**src/rtl/frt_pkg.sv**
```systemverilog
// Shared encodings for the per-flow table routing stage.
// Assumes flit kinds arrive as a 2-bit code: bit 0 = starts a packet, bit 1 = ends it.
package frt_pkg;
    typedef enum logic [1:0] {
        FK_BODY   = 2'b00,
        FK_HEAD   = 2'b01,
        FK_TAIL   = 2'b10,
        FK_SINGLE = 2'b11
    } flit_kind_e;

    localparam int unsigned PORT_NORTH = 0;
    localparam int unsigned PORT_EAST  = 1;
    localparam int unsigned PORT_SOUTH = 2;
    localparam int unsigned PORT_WEST  = 3;
    localparam int unsigned PORT_LOCAL = 4;
endpackage

```
**src/rtl/route_table.sv**
```systemverilog
// Route table: one entry per flow index, written by configuration, read combinationally.
// Assumes writes happen only between workloads; a read in the write cycle sees the old value.
module route_table #(
    parameter int unsigned IDX_W  = 8,
    parameter int unsigned PORT_W = 3,
    parameter int unsigned VC_W   = 2
) (
    input  logic              clk,
    input  logic              rst_n,
    input  logic              wr_en,
    input  logic [IDX_W-1:0]  wr_addr,
    input  logic              wr_valid,
    input  logic [PORT_W-1:0] wr_port,
    input  logic [VC_W-1:0]   wr_vc,
    input  logic [IDX_W-1:0]  wr_next,
    input  logic [IDX_W-1:0]  rd_addr,
    output logic              rd_valid,
    output logic [PORT_W-1:0] rd_port,
    output logic [VC_W-1:0]   rd_vc,
    output logic [IDX_W-1:0]  rd_next
);
    localparam int unsigned DEPTH = 1 << IDX_W;

    logic              valid_q [DEPTH];
    logic [PORT_W-1:0] port_q  [DEPTH];
    logic [VC_W-1:0]   vc_q    [DEPTH];
    logic [IDX_W-1:0]  next_q  [DEPTH];

    // Valid bits: cleared by reset, set or cleared by configuration.
    always_ff @(posedge clk) begin
        if (!rst_n) begin
            for (int i = 0; i < DEPTH; i++) valid_q[i] <= 1'b0;
        end else if (wr_en) begin
            valid_q[wr_addr] <= wr_valid;
        end
    end

    // Route payload: no reset needed, guarded by the valid bit.
    always_ff @(posedge clk) begin
        if (wr_en) begin
            port_q[wr_addr] <= wr_port;
            vc_q[wr_addr]   <= wr_vc;
            next_q[wr_addr] <= wr_next;
        end
    end

    // Single-cycle read of the addressed entry.
    always_comb begin
        rd_valid = valid_q[rd_addr];
        rd_port  = port_q[rd_addr];
        rd_vc    = vc_q[rd_addr];
        rd_next  = next_q[rd_addr];
    end
endmodule

```
**src/rtl/vc_route_state.sv**
```systemverilog
// Per-input-VC route latch: holds the port and VC chosen by a packet's head until its tail.
// Assumes at most one update per cycle, for the VC named by upd_vc.
module vc_route_state #(
    parameter int unsigned NUM_VC = 4,
    parameter int unsigned PORT_W = 3,
    parameter int unsigned VC_W   = 2,
    localparam int unsigned SEL_W = $clog2(NUM_VC)
) (
    input  logic              clk,
    input  logic              rst_n,
    input  logic              upd_en,
    input  logic [SEL_W-1:0]  upd_vc,
    input  logic              upd_open,
    input  logic              upd_close,
    input  logic [PORT_W-1:0] upd_port,
    input  logic [VC_W-1:0]   upd_outvc,
    input  logic [SEL_W-1:0]  rd_vc,
    output logic              rd_active,
    output logic [PORT_W-1:0] rd_port,
    output logic [VC_W-1:0]   rd_outvc
);
    logic [NUM_VC-1:0] active_w;
    logic [PORT_W-1:0] port_w  [NUM_VC];
    logic [VC_W-1:0]   outvc_w [NUM_VC];

    for (genvar g = 0; g < NUM_VC; g++) begin : g_vc
        logic              act_q;
        logic [PORT_W-1:0] port_q;
        logic [VC_W-1:0]   outvc_q;
        logic              hit;

        assign hit = upd_en && (upd_vc == SEL_W'(g));

        // Open on a head, release on a tail, for this VC only.
        always_ff @(posedge clk) begin
            if (!rst_n) begin
                act_q   <= 1'b0;
                port_q  <= '0;
                outvc_q <= '0;
            end else if (hit) begin
                if (upd_close) begin
                    act_q <= 1'b0;
                end else if (upd_open) begin
                    act_q   <= 1'b1;
                    port_q  <= upd_port;
                    outvc_q <= upd_outvc;
                end
            end
        end

        assign active_w[g] = act_q;
        assign port_w[g]   = port_q;
        assign outvc_w[g]  = outvc_q;
    end

    // Route read for the flit's input VC.
    always_comb begin
        rd_active = active_w[rd_vc];
        rd_port   = port_w[rd_vc];
        rd_outvc  = outvc_w[rd_vc];
    end


    tail_release_chk: assert property (@(posedge clk) disable iff (!rst_n)
        (upd_en && upd_close) |=> !active_w[$past(upd_vc)]);
endmodule

```
**src/rtl/flow_route_unit.sv**
```systemverilog
// Route computation for one router input using a per-flow route table.
// Head flits look up their index, take port/VC from the entry and carry the
// next-hop index onward; body and tail flits reuse the route latched for their VC.
// Assumes FLIT_W > IDX_W, NUM_VC >= 2, and table writes only between workloads.
module flow_route_unit
    import frt_pkg::*;
#(
    parameter int unsigned IDX_W     = 8,
    parameter int unsigned PORT_W    = 3,
    parameter int unsigned VC_W      = 2,
    parameter int unsigned NUM_VC    = 4,
    parameter int unsigned FLIT_W    = 32,
    parameter int unsigned DROP_PORT = PORT_LOCAL,
    localparam int unsigned SEL_W    = $clog2(NUM_VC),
    localparam int unsigned ENTRY_W  = 1 + PORT_W + VC_W + IDX_W
) (
    input  logic               clk,
    input  logic               rst_n,
    input  logic               cfg_we,
    input  logic [IDX_W-1:0]   cfg_addr,
    input  logic [ENTRY_W-1:0] cfg_wdata,
    output logic               cfg_ack,
    input  logic               in_valid,
    output logic               in_ready,
    input  logic [1:0]         in_kind,
    input  logic [SEL_W-1:0]   in_vc,
    input  logic [FLIT_W-1:0]  in_data,
    output logic               out_valid,
    output logic [PORT_W-1:0]  out_port,
    output logic [VC_W-1:0]    out_vc,
    output logic [FLIT_W-1:0]  out_data,
    output logic               out_err
);
    localparam int unsigned NEXT_LSB = 0;
    localparam int unsigned VC_LSB   = NEXT_LSB + IDX_W;
    localparam int unsigned PORT_LSB = VC_LSB + VC_W;
    localparam int unsigned VAL_BIT  = PORT_LSB + PORT_W;
    localparam logic [PORT_W-1:0] DROP = PORT_W'(DROP_PORT);

    flit_kind_e        kind;
    logic              accept;
    logic              tb_valid;
    logic [PORT_W-1:0] tb_port;
    logic [VC_W-1:0]   tb_vc;
    logic [IDX_W-1:0]  tb_next;
    logic              st_active;
    logic [PORT_W-1:0] st_port;
    logic [VC_W-1:0]   st_vc;
    logic [PORT_W-1:0] nxt_port;
    logic [VC_W-1:0]   nxt_vc;
    logic [FLIT_W-1:0] nxt_data;
    logic              nxt_err;

    assign kind     = flit_kind_e'(in_kind);
    assign in_ready = !cfg_we;
    assign accept   = in_valid && in_ready;

    route_table #(.IDX_W(IDX_W), .PORT_W(PORT_W), .VC_W(VC_W)) u_table (
        .clk      (clk),
        .rst_n    (rst_n),
        .wr_en    (cfg_we),
        .wr_addr  (cfg_addr),
        .wr_valid (cfg_wdata[VAL_BIT]),
        .wr_port  (cfg_wdata[PORT_LSB +: PORT_W]),
        .wr_vc    (cfg_wdata[VC_LSB +: VC_W]),
        .wr_next  (cfg_wdata[NEXT_LSB +: IDX_W]),
        .rd_addr  (in_data[IDX_W-1:0]),
        .rd_valid (tb_valid),
        .rd_port  (tb_port),
        .rd_vc    (tb_vc),
        .rd_next  (tb_next)
    );

    vc_route_state #(.NUM_VC(NUM_VC), .PORT_W(PORT_W), .VC_W(VC_W)) u_state (
        .clk       (clk),
        .rst_n     (rst_n),
        .upd_en    (accept && (kind == FK_HEAD || kind == FK_TAIL)),
        .upd_vc    (in_vc),
        .upd_open  (kind == FK_HEAD),
        .upd_close (kind == FK_TAIL),
        .upd_port  (nxt_port),
        .upd_outvc (nxt_vc),
        .rd_vc     (in_vc),
        .rd_active (st_active),
        .rd_port   (st_port),
        .rd_outvc  (st_vc)
    );

    // Route choice: table for packet starts, latched route otherwise, drop port on a miss.
    always_comb begin
        nxt_data = in_data;
        nxt_err  = 1'b0;
        nxt_port = DROP;
        nxt_vc   = '0;
        if (kind[0]) begin
            if (tb_valid) begin
                nxt_port = tb_port;
                nxt_vc   = tb_vc;
                nxt_data = {in_data[FLIT_W-1:IDX_W], tb_next};
            end else begin
                nxt_err = 1'b1;
            end
        end else if (st_active) begin
            nxt_port = st_port;
            nxt_vc   = st_vc;
        end else begin
            nxt_err = 1'b1;
        end
    end

    // Output register: one cycle from acceptance to routed flit.
    always_ff @(posedge clk) begin
        if (!rst_n) begin
            out_valid <= 1'b0;
            out_port  <= '0;
            out_vc    <= '0;
            out_data  <= '0;
            out_err   <= 1'b0;
        end else begin
            out_valid <= accept;
            if (accept) begin
                out_port <= nxt_port;
                out_vc   <= nxt_vc;
                out_data <= nxt_data;
                out_err  <= nxt_err;
            end else begin
                out_err  <= 1'b0;
            end
        end
    end

    // Configuration acknowledge, one cycle after the write.
    always_ff @(posedge clk) begin
        if (!rst_n) cfg_ack <= 1'b0;
        else        cfg_ack <= cfg_we;
    end


    cfg_priority_chk: assert property (@(posedge clk) disable iff (!rst_n)
        (cfg_we && in_valid) |=> !out_valid);


    ack_source_chk: assert property (@(posedge clk) disable iff (!rst_n)
        cfg_ack |-> $past(cfg_we));


    drop_route_chk: assert property (@(posedge clk) disable iff (!rst_n)
        out_err |-> (out_port == DROP && out_vc == '0 && out_valid));


    one_cycle_chk: assert property (@(posedge clk) disable iff (!rst_n)
        (in_valid && in_ready) |=> out_valid);


    idle_out_chk: assert property (@(posedge clk) disable iff (!rst_n)
        !in_valid |=> !out_valid);
endmodule

```
**config.mk**
```make
export PLATFORM = sky130hd
export DESIGN_NAME = flow_route_unit
export DESIGN_NICKNAME = d
export VERILOG_FILES = /design/src/rtl/frt_pkg.sv /design/src/rtl/route_table.sv /design/src/rtl/vc_route_state.sv /design/src/rtl/flow_route_unit.sv
export SDC_FILE = /design/constraint.sdc
export NUM_CORES = 2
export LEC_CHECK = 0
export BUFFER_PORTS_ARGS = -buffer_cell sky130_fd_sc_hd__buf_2
export CORE_UTILIZATION = 29
export CTS_BUF_LIST = sky130_fd_sc_hd__clkbuf_8
export CTS_CLUSTER_SIZE = 40
export DETAILED_ROUTE_END_ITERATION = 8
export PLACE_DENSITY = 0.41
export SYNTH_ARGS = -nofsm -noshare
export SYNTH_HDL_FRONTEND = slang
export SYNTH_SLANG_ARGS = --single-unit
```
**constraint.sdc**
```tcl
create_clock -name clk -period 3.25 [get_ports clk]
set_input_delay 0.1625 -clock clk [delete_from_list [all_inputs] [get_ports clk]]
set_output_delay 0.1625 -clock clk [all_outputs]
set_load 0.02 [all_outputs]
```
# Word-level counts from Yosys, hierarchy flattened
# Memory sizes are Yosys's and may differ from the RTL's.
# Cells that the tools add are included.
totals:
  romBits: 0
  output_inout_bits: 41
  mem_bits_rw: 3584
  input_bits: 62
  n_memories: 4
  register_bits: 64
  latch_bits: 0
op_classes:
  reduce_logical: 20
  n_eq_ne: 5
  n_mux: 29
  n_mul: 0
  add_sub_neg: 0
  order_cmp: 2
  shift: 0
  bitwise: 2
  n_div: 0
mem_list:
  columns: ["memory", "depth", "word_bits", "rd", "rd_clocked_by_memory_dff", "write_ports", "line_no", "text"]
  rows:
  - ["u_table.next_q", 256, 8, 1, 0, 1, "route_table.sv:27", "logic [IDX_W-1:0] next_q [DEPTH];"]
  - ["u_table.port_q", 256, 3, 1, 0, 1, "route_table.sv:25", "logic [PORT_W-1:0] port_q [DEPTH];"]
  - ["u_table.vc_q", 256, 2, 1, 0, 1, "route_table.sv:26", "logic [VC_W-1:0] vc_q [DEPTH];"]
  - ["u_table.valid_q", 256, 1, 1, 0, 256, "route_table.sv:24", "logic valid_q [DEPTH];"]
op_table:
  columns: ["cell", "n"]
  rows:
  - ["2-to-1 mux 8 bit", 3]
  - ["2-to-1 mux 3 bit", 5]
  - ["2-to-1 mux 1 bit", 13]
  - ["AND reduction 3 bit", 4]
  - ["2-to-1 mux 2 bit", 5]
  - ["AND reduction 2 bit", 5]
  - ["binary-select mux 3 bit (select 2 bit)", 1]
  - ["equality test 2 bit, second input constant", 3]
  - ["logical AND 1 bit", 6]
  - ["binary-select mux 2 bit (select 2 bit)", 1]
  - ["equality test 2 x 1 -> 1 bit, second input constant", 2]
  - ["greater-or-equal comparator 3 bit, second input constant", 1]
  - ["< comparator 2 x 3 -> 1 bit, second input constant", 1]
  - ["NOT 2 -> 3 bit", 1]
  - ["binary-select mux 1 bit (select 2 bit)", 1]
  - ["zero test 2 bit", 1]
  - ["nonzero test 2 bit", 1]
  - ["zero test 1 bit", 1]
  - ["logical OR 1 bit", 1]
  - ["NOT 1 bit", 1]
  - ["OR reduction 1 bit", 1]

# Logic depth before layout (Yosys ltp)
depth:
  ltp_word: 6
  mapped_depth: 17
  depth_no_buf: 8

# By module
# From an unflattened synthesis, not the netlist that was laid out.
unflattened:
  cells_unflattened: 7408
  area_unflattened_um2: 142302.7
by_module_without_submodules:
  columns: ["module", "area_per_inst_um2", "n_inst", "cells_per_inst"]
  rows:
  - ["route_table", 139525.1, 1, 7117]
  - ["flow_route_unit", 1694.1, 1, 190]
  - ["vc_route_state", 1083.5, 1, 101]

# Worst setup path after synthesis
# Ideal clock, no wire load.
synth_timing:
  path_kind: "input -> register"
  start: "input in_data[0]"
  end: "register out_data[6]"
  setup_time_ns: 0.131
  arrival_ns: 2.631
  stages: 13
  required_ns: 3.119
  path_buffers: 6
  path_slack_ns: 0.488
  cell_sequence: "buf_6 buf_12 buf_6 buf_6 buf_4 buf_4 mux4_2 a221oi_1 o22ai_1 a211o_1 and3_1 mux2i_1 a21oi_1"
synth_between:
  elab_chain_len: 3
synth_rtl:
  columns: ["item", "line_no", "text"]
  rows:
  - ["from (decl)", "flow_route_unit.sv:27", "input logic [FLIT_W-1:0] in_data,"]
  - ["memory read (256 x 8 bit) or memory read (256 x 1 bit) (tied branches)", null, null]
  - ["2-to-1 mux 8 bit *", "flow_route_unit.sv:96", "if (tb_valid) begin"]
  - ["2-to-1 mux 8 bit *", "flow_route_unit.sv:95", "if (kind[0]) begin"]
  - ["to (signal assigned)", "flow_route_unit.sv:124", "out_data <= nxt_data;"]
  - ["to (decl)", "flow_route_unit.sv:31", "output logic [FLIT_W-1:0] out_data,"]
# Mark *: on every way between the ends. The rest lies on a longest branch, timed or not.
# A chain may end at the register's enable or synchronous reset.

# Final worst setup path
layout_timing:
  start: "input in_data[5]"
  end: "register u_state.g_vc[1].port_q[2]"
layout_between:
  elab_chain_len: 3
layout_rtl:
  columns: ["item", "line_no", "text"]
  rows:
  - ["memory read (256 x 3 bit) or memory read (256 x 1 bit) (tied branches)", null, null]
  - ["2-to-1 mux 3 bit *", "flow_route_unit.sv:96", null]
  - ["2-to-1 mux 3 bit *", "flow_route_unit.sv:95", null]
  - ["to (signal assigned)", "vc_route_state.sv:45", "port_q <= upd_port;"]
  - ["to (decl)", "vc_route_state.sv:28", "logic [PORT_W-1:0] port_q;"]
# Marked as above.

==> impl_metrics.xml <==
<?xml version="1.0" encoding="UTF-8"?>
<metrics>
  <group name="run_status">
    <metric name="outcome" unit="">finished, violations left</metric>
    <metric name="failing_checks" unit="">setup timing</metric>
  </group>
  <group name="final_layout">
    <metric name="final_net_count" unit="">8997</metric>
    <metric name="final_core_utilization" unit="%">35.21</metric>
    <metric name="multiInputGateArea" unit="um^2">34460</metric>
    <metric name="layout.cells.most_common" unit="">edfxtp_1</metric>
    <metric name="n_fill_cell" unit="">46333</metric>
    <metric name="regArea" unit="um^2">106300</metric>
    <metric name="synth_to_layout_area_growth" unit="%">20.92</metric>
    <metric name="top_library_cells_by_usage_in_the_layout_fill_and_taps_aside" unit="">3328 x edfxtp_1, 960 x buf_4, 894 x mux4_2, 674 x clkbuf_8, 396 x nand2_1</metric>
    <metric name="stdcell_area" unit="um^2">173800</metric>
    <metric name="share_of_cells_above_drive_strength_1" unit="%">32.12</metric>
  </group>
  <group name="synthesis">
    <metric name="synth.cell_area" unit="um^2">143700</metric>
    <metric name="synth_cell_types" unit="">79</metric>
    <metric name="synth_enable_flop_cells" unit="">3328</metric>
    <metric name="post_synth.cell_area_avg" unit="um^2">19.54</metric>
    <metric name="yosysSeqAreaShare" unit="%">74.00</metric>
    <metric name="mappedNetlistNets" unit="">7418</metric>
    <metric name="postSynth.topFlopCell" unit="">edfxtp_1</metric>
    <metric name="synth_warnings" unit="">0</metric>
    <metric name="syn_inst" unit="">7354</metric>
    <metric name="synth_async_sr_flop_share" unit="%">0</metric>
    <metric name="synth_seq_cells" unit="">3648</metric>
  </group>
  <group name="grt">
    <metric name="grt_start_max_net_pins" unit="">166</metric>
    <metric name="globalRouteTotalUtil" unit="%">21.06</metric>
    <metric name="gr-total-overflow" unit="">0</metric>
    <metric name="antenna_violations_before_repair" unit="">59</metric>
    <metric name="first_global_vias" unit="">84007</metric>
    <metric name="grt_pass1_wl" unit="mm">728.7</metric>
  </group>
  <group name="critical_path">
    <metric name="worstSetupStartpointType" unit="">input pin</metric>
    <metric name="cp_cell_sequence" unit="">dlygate4sd3_1 -&gt; buf_2 -&gt; buf_12 -&gt; and2_1 -&gt; buf_4 -&gt; a22o_1 -&gt; a211oi_2 -&gt; buf_4 -&gt; a31oi_1 -&gt; a31oi_2 -&gt; buf_12 -&gt; o32ai_1</metric>
    <metric name="crit_arrival" unit="ns">4.59</metric>
    <metric name="cp_max_fo" unit="">16</metric>
    <metric name="crit_family" unit="">buffers and inverters</metric>
    <metric name="crit_type" unit="">input pin to flip-flop</metric>
    <metric name="crit_path_end_kind" unit="">flip-flop</metric>
    <metric name="worstPathBufferInverterCount" unit="">6</metric>
    <metric name="crit_path_max_incr_delay" unit="ns">0.75</metric>
    <metric name="critPathSlowestCell" unit="">and2_1</metric>
    <metric name="worstPathRequired" unit="ns">4.38</metric>
  </group>
  <group name="floorplanning">
    <metric name="placementRows" unit="">258</metric>
    <metric name="chipWidth" unit="um">705.9</metric>
    <metric name="floorplan.die.height" unit="um">705.9</metric>
    <metric name="floorplan.io_pins" unit="">103</metric>
    <metric name="placeableCoreArea" unit="um^2">493600</metric>
    <metric name="initial_utilization" unit="%">29.12</metric>
    <metric name="die_area" unit="um^2">498400</metric>
  </group>
  <group name="cts">
    <metric name="tritoncts" unit="">built</metric>
    <metric name="cts-htree-levels" unit="">6</metric>
    <metric name="worstSkewPairLatency" unit="ns">1.25</metric>
    <metric name="clock_tree.buffer_depth" unit="">4</metric>
    <metric name="cts.sink_count" unit="">3648</metric>
    <metric name="clock-root-buffer" unit="">clkbuf_8</metric>
    <metric name="cts_buffers" unit="">647</metric>
    <metric name="clk_pin_slew" unit="ns">0.06</metric>
  </group>
  <group name="drt">
    <metric name="route.vias.total" unit="">82240</metric>
    <metric name="drt-vias-per-instance" unit="">5.157</metric>
    <metric name="ant_nets" unit="">0</metric>
    <metric name="drt-total-wl" unit="mm">538.0</metric>
    <metric name="dr.first_iter.drc_count" unit="">8608</metric>
    <metric name="wl_per_cell" unit="um">33.74</metric>
    <metric name="dr.pass1.iters" unit="">5</metric>
    <metric name="drc" unit="">0</metric>
  </group>
  <group name="power">
    <metric name="vdd_drop_max" unit="uV">374.5</metric>
    <metric name="lkg_pwr" unit="nW">56.61</metric>
    <metric name="design_power_total" unit="W">0.09725</metric>
    <metric name="power.density_cell_area" unit="nW/um^2">559.7</metric>
  </group>
  <group name="timing">
    <metric name="slew_headroom" unit="%">23.16</metric>
    <metric name="post-route-min-period" unit="ns">3.455</metric>
    <metric name="final_hold_viol_count" unit="">0</metric>
    <metric name="finalSetupViolations" unit="">9</metric>
    <metric name="skew" unit="ns">0.09066</metric>
    <metric name="finalCritPeriodShare" unit="%">106.3</metric>
    <metric name="slew_violations" unit="">0</metric>
    <metric name="rsz0062_at_grt" unit="">no</metric>
    <metric name="postLayoutSetupSlackWorst" unit="ns">-0.2053</metric>
    <metric name="timing.hold.ws" unit="ns">0.07579</metric>
    <metric name="max_freq" unit="GHz">0.2894</metric>
    <metric name="actual_transition_at_the_worst_max_transition_pin" unit="ns">1.153</metric>
  </group>
  <group name="place">
    <metric name="place_area" unit="um^2">160300</metric>
    <metric name="io_buffer_count" unit="">102</metric>
    <metric name="hpwl" unit="mm">350.6</metric>
    <metric name="place_congestion" unit="">0.8958</metric>
  </group>
  <group name="hold_path">
    <metric name="min-delay-path-class" unit="">input pin to flip-flop</metric>
  </group>
  <group name="job">
    <metric name="max-cap-violations" unit="">0</metric>
  </group>
</metrics>
## cells in the mapped netlist (all sizes together), types with 3 or more instances
cell     instances  area share, %
a2111o           6          0.047
a2111oi         10          0.074
a211o            4          0.024
a211oi          16          0.084
a21boi         243            1.3
a21oi           71           0.25
a221oi          30           0.19
a22o            21           0.13
a22oi           71           0.37
a311oi           8          0.049
a31oi           26           0.12
a32oi            3          0.018
and2            16          0.070
and3            15          0.065
buf            271            1.5
clkbuf         211           0.59
dfxtp          320            4.5
edfxtp        3328             70
inv             10          0.026
mux2            26           0.20
mux2i          177            1.2
mux4           915             14
nand2          413            1.1
nand2b          23           0.10
nand3          160           0.56
nand4           15          0.065
nor2           335           0.88
nor2b           64           0.28
nor3            68           0.24
nor4            19          0.091
o211a            4          0.028
o211ai          12          0.063
o21ai          254           0.88
o221a           20           0.16
o221ai          13          0.079
o22ai           92           0.41
o311ai           5          0.030
o31ai            6          0.031
o32ai            7          0.048
or2              8          0.035
or3              9          0.039
or4              3          0.016
## final timing paths
kind	start	to	slack (ns)	cells after the start
min reg2reg	u_state.g_vc[0].port_q[2]	u_state.g_vc[0].port_q[2]	0.48	2
max reg2reg	u_table.port_q[151][2]	u_state.g_vc[3].port_q[2]	0.06	7
min	cfg_wdata[3]	u_table.next_q[234][3]	0.08	2
max	in_data[5]	u_state.g_vc[1].port_q[2]	-0.21	12
## per-stage QoR
| step | instances | setup WS [ns] | setup TNS (ns) |
|---|---|---|---|
| floorplan | 7354 | 0.4880 | 0 |
| global placement | 14604 | -1.053 | -23.09 |
| detailed placement | 14605 | -0.9927 | -22.97 |
| CTS | 15922 | 0.004818 | 0 |
| global route | 15924 | 0.005205 | 0 |
| finish | 15946 | -0.2053 | -0.8843 |
## where the power goes
| part | switching, W | leakage (nW) | total [W] | internal, W |
|---|---|---|---|---|
| Clock | 0.0196 | 6.65 | 0.0390 | 0.0194 |
| Combinational | 0.00432 | 17.5 | 0.00690 | 0.00257 |
| Sequential | 0.0000570 | 32.5 | 0.0513 | 0.0513 |
| Total | 0.0240 | 56.6 | 0.0973 | 0.0733 |
## area by class of cell
cell class / instances / share of cell area, %
clock inverters: 466 / 1.269
multi-input cells: 3213 / 19.83
inverters: 10 / 0.03024
flip-flops and latches: 3648 / 61.20
repair buffers: 1413 / 7.624
diodes: 23 / 0.03312
well taps: 6500 / 4.680
clock buffers: 673 / 5.331
## what timing repair did
action                                   CTS  global route
endpoints found under the setup margin    11            13
cloned                                     0             0
pin swaps                                  0             1
hold endpoints to repair                4358             0
gates resized for setup                    4             5
buffers inserted                           0             0
hold buffers                             178             0
## metal layers
metal | share of wire [%] | up-vias | wire [um] | global-route usage [%]
met1 | 44 | 44738 | 236400 | 29.34
met5 | 0.010 | - | 55 | 0
met2 | 46 | 3131 | 248600 | 33.22
met4 | 3.8 | 8 | 20230 | 7.370
li1 | - | 33515 | - | -
met3 | 6.1 | 848 | 32770 | 3.652
## cells by family (layout without fill, tap and decap cells)
group / count (synthesis) / count (layout) / synth area share, %
and+or+nand+nor: 1156 / 1156 / 3.557
muxes: 1118 / 1118 / 15.83
AOI/OAI and AO/OA: 937 / 937 / 4.440
DFF: 3648 / 3648 / 74.00
adders and majority gates: 2 / 2 / 0.01741
buffers and inverters: 493 / 2562 / 2.157
other: 0 / 23 / 0
## state kept, by name, summed over array words and instances (netlist names)
signal	count
u_table.vc_q	512
out_vc	2
u_table.valid_q	256
u_table.next_q	2048
out_valid	1
cfg_ack	1
u_state.g_vc.outvc_q	8
out_port	3
out_data	32
out_err	1
u_state.g_vc.port_q	12
u_table.port_q	768
u_state.g_vc.act_q	4
Note: power is estimated with default switching activity, not from simulation.
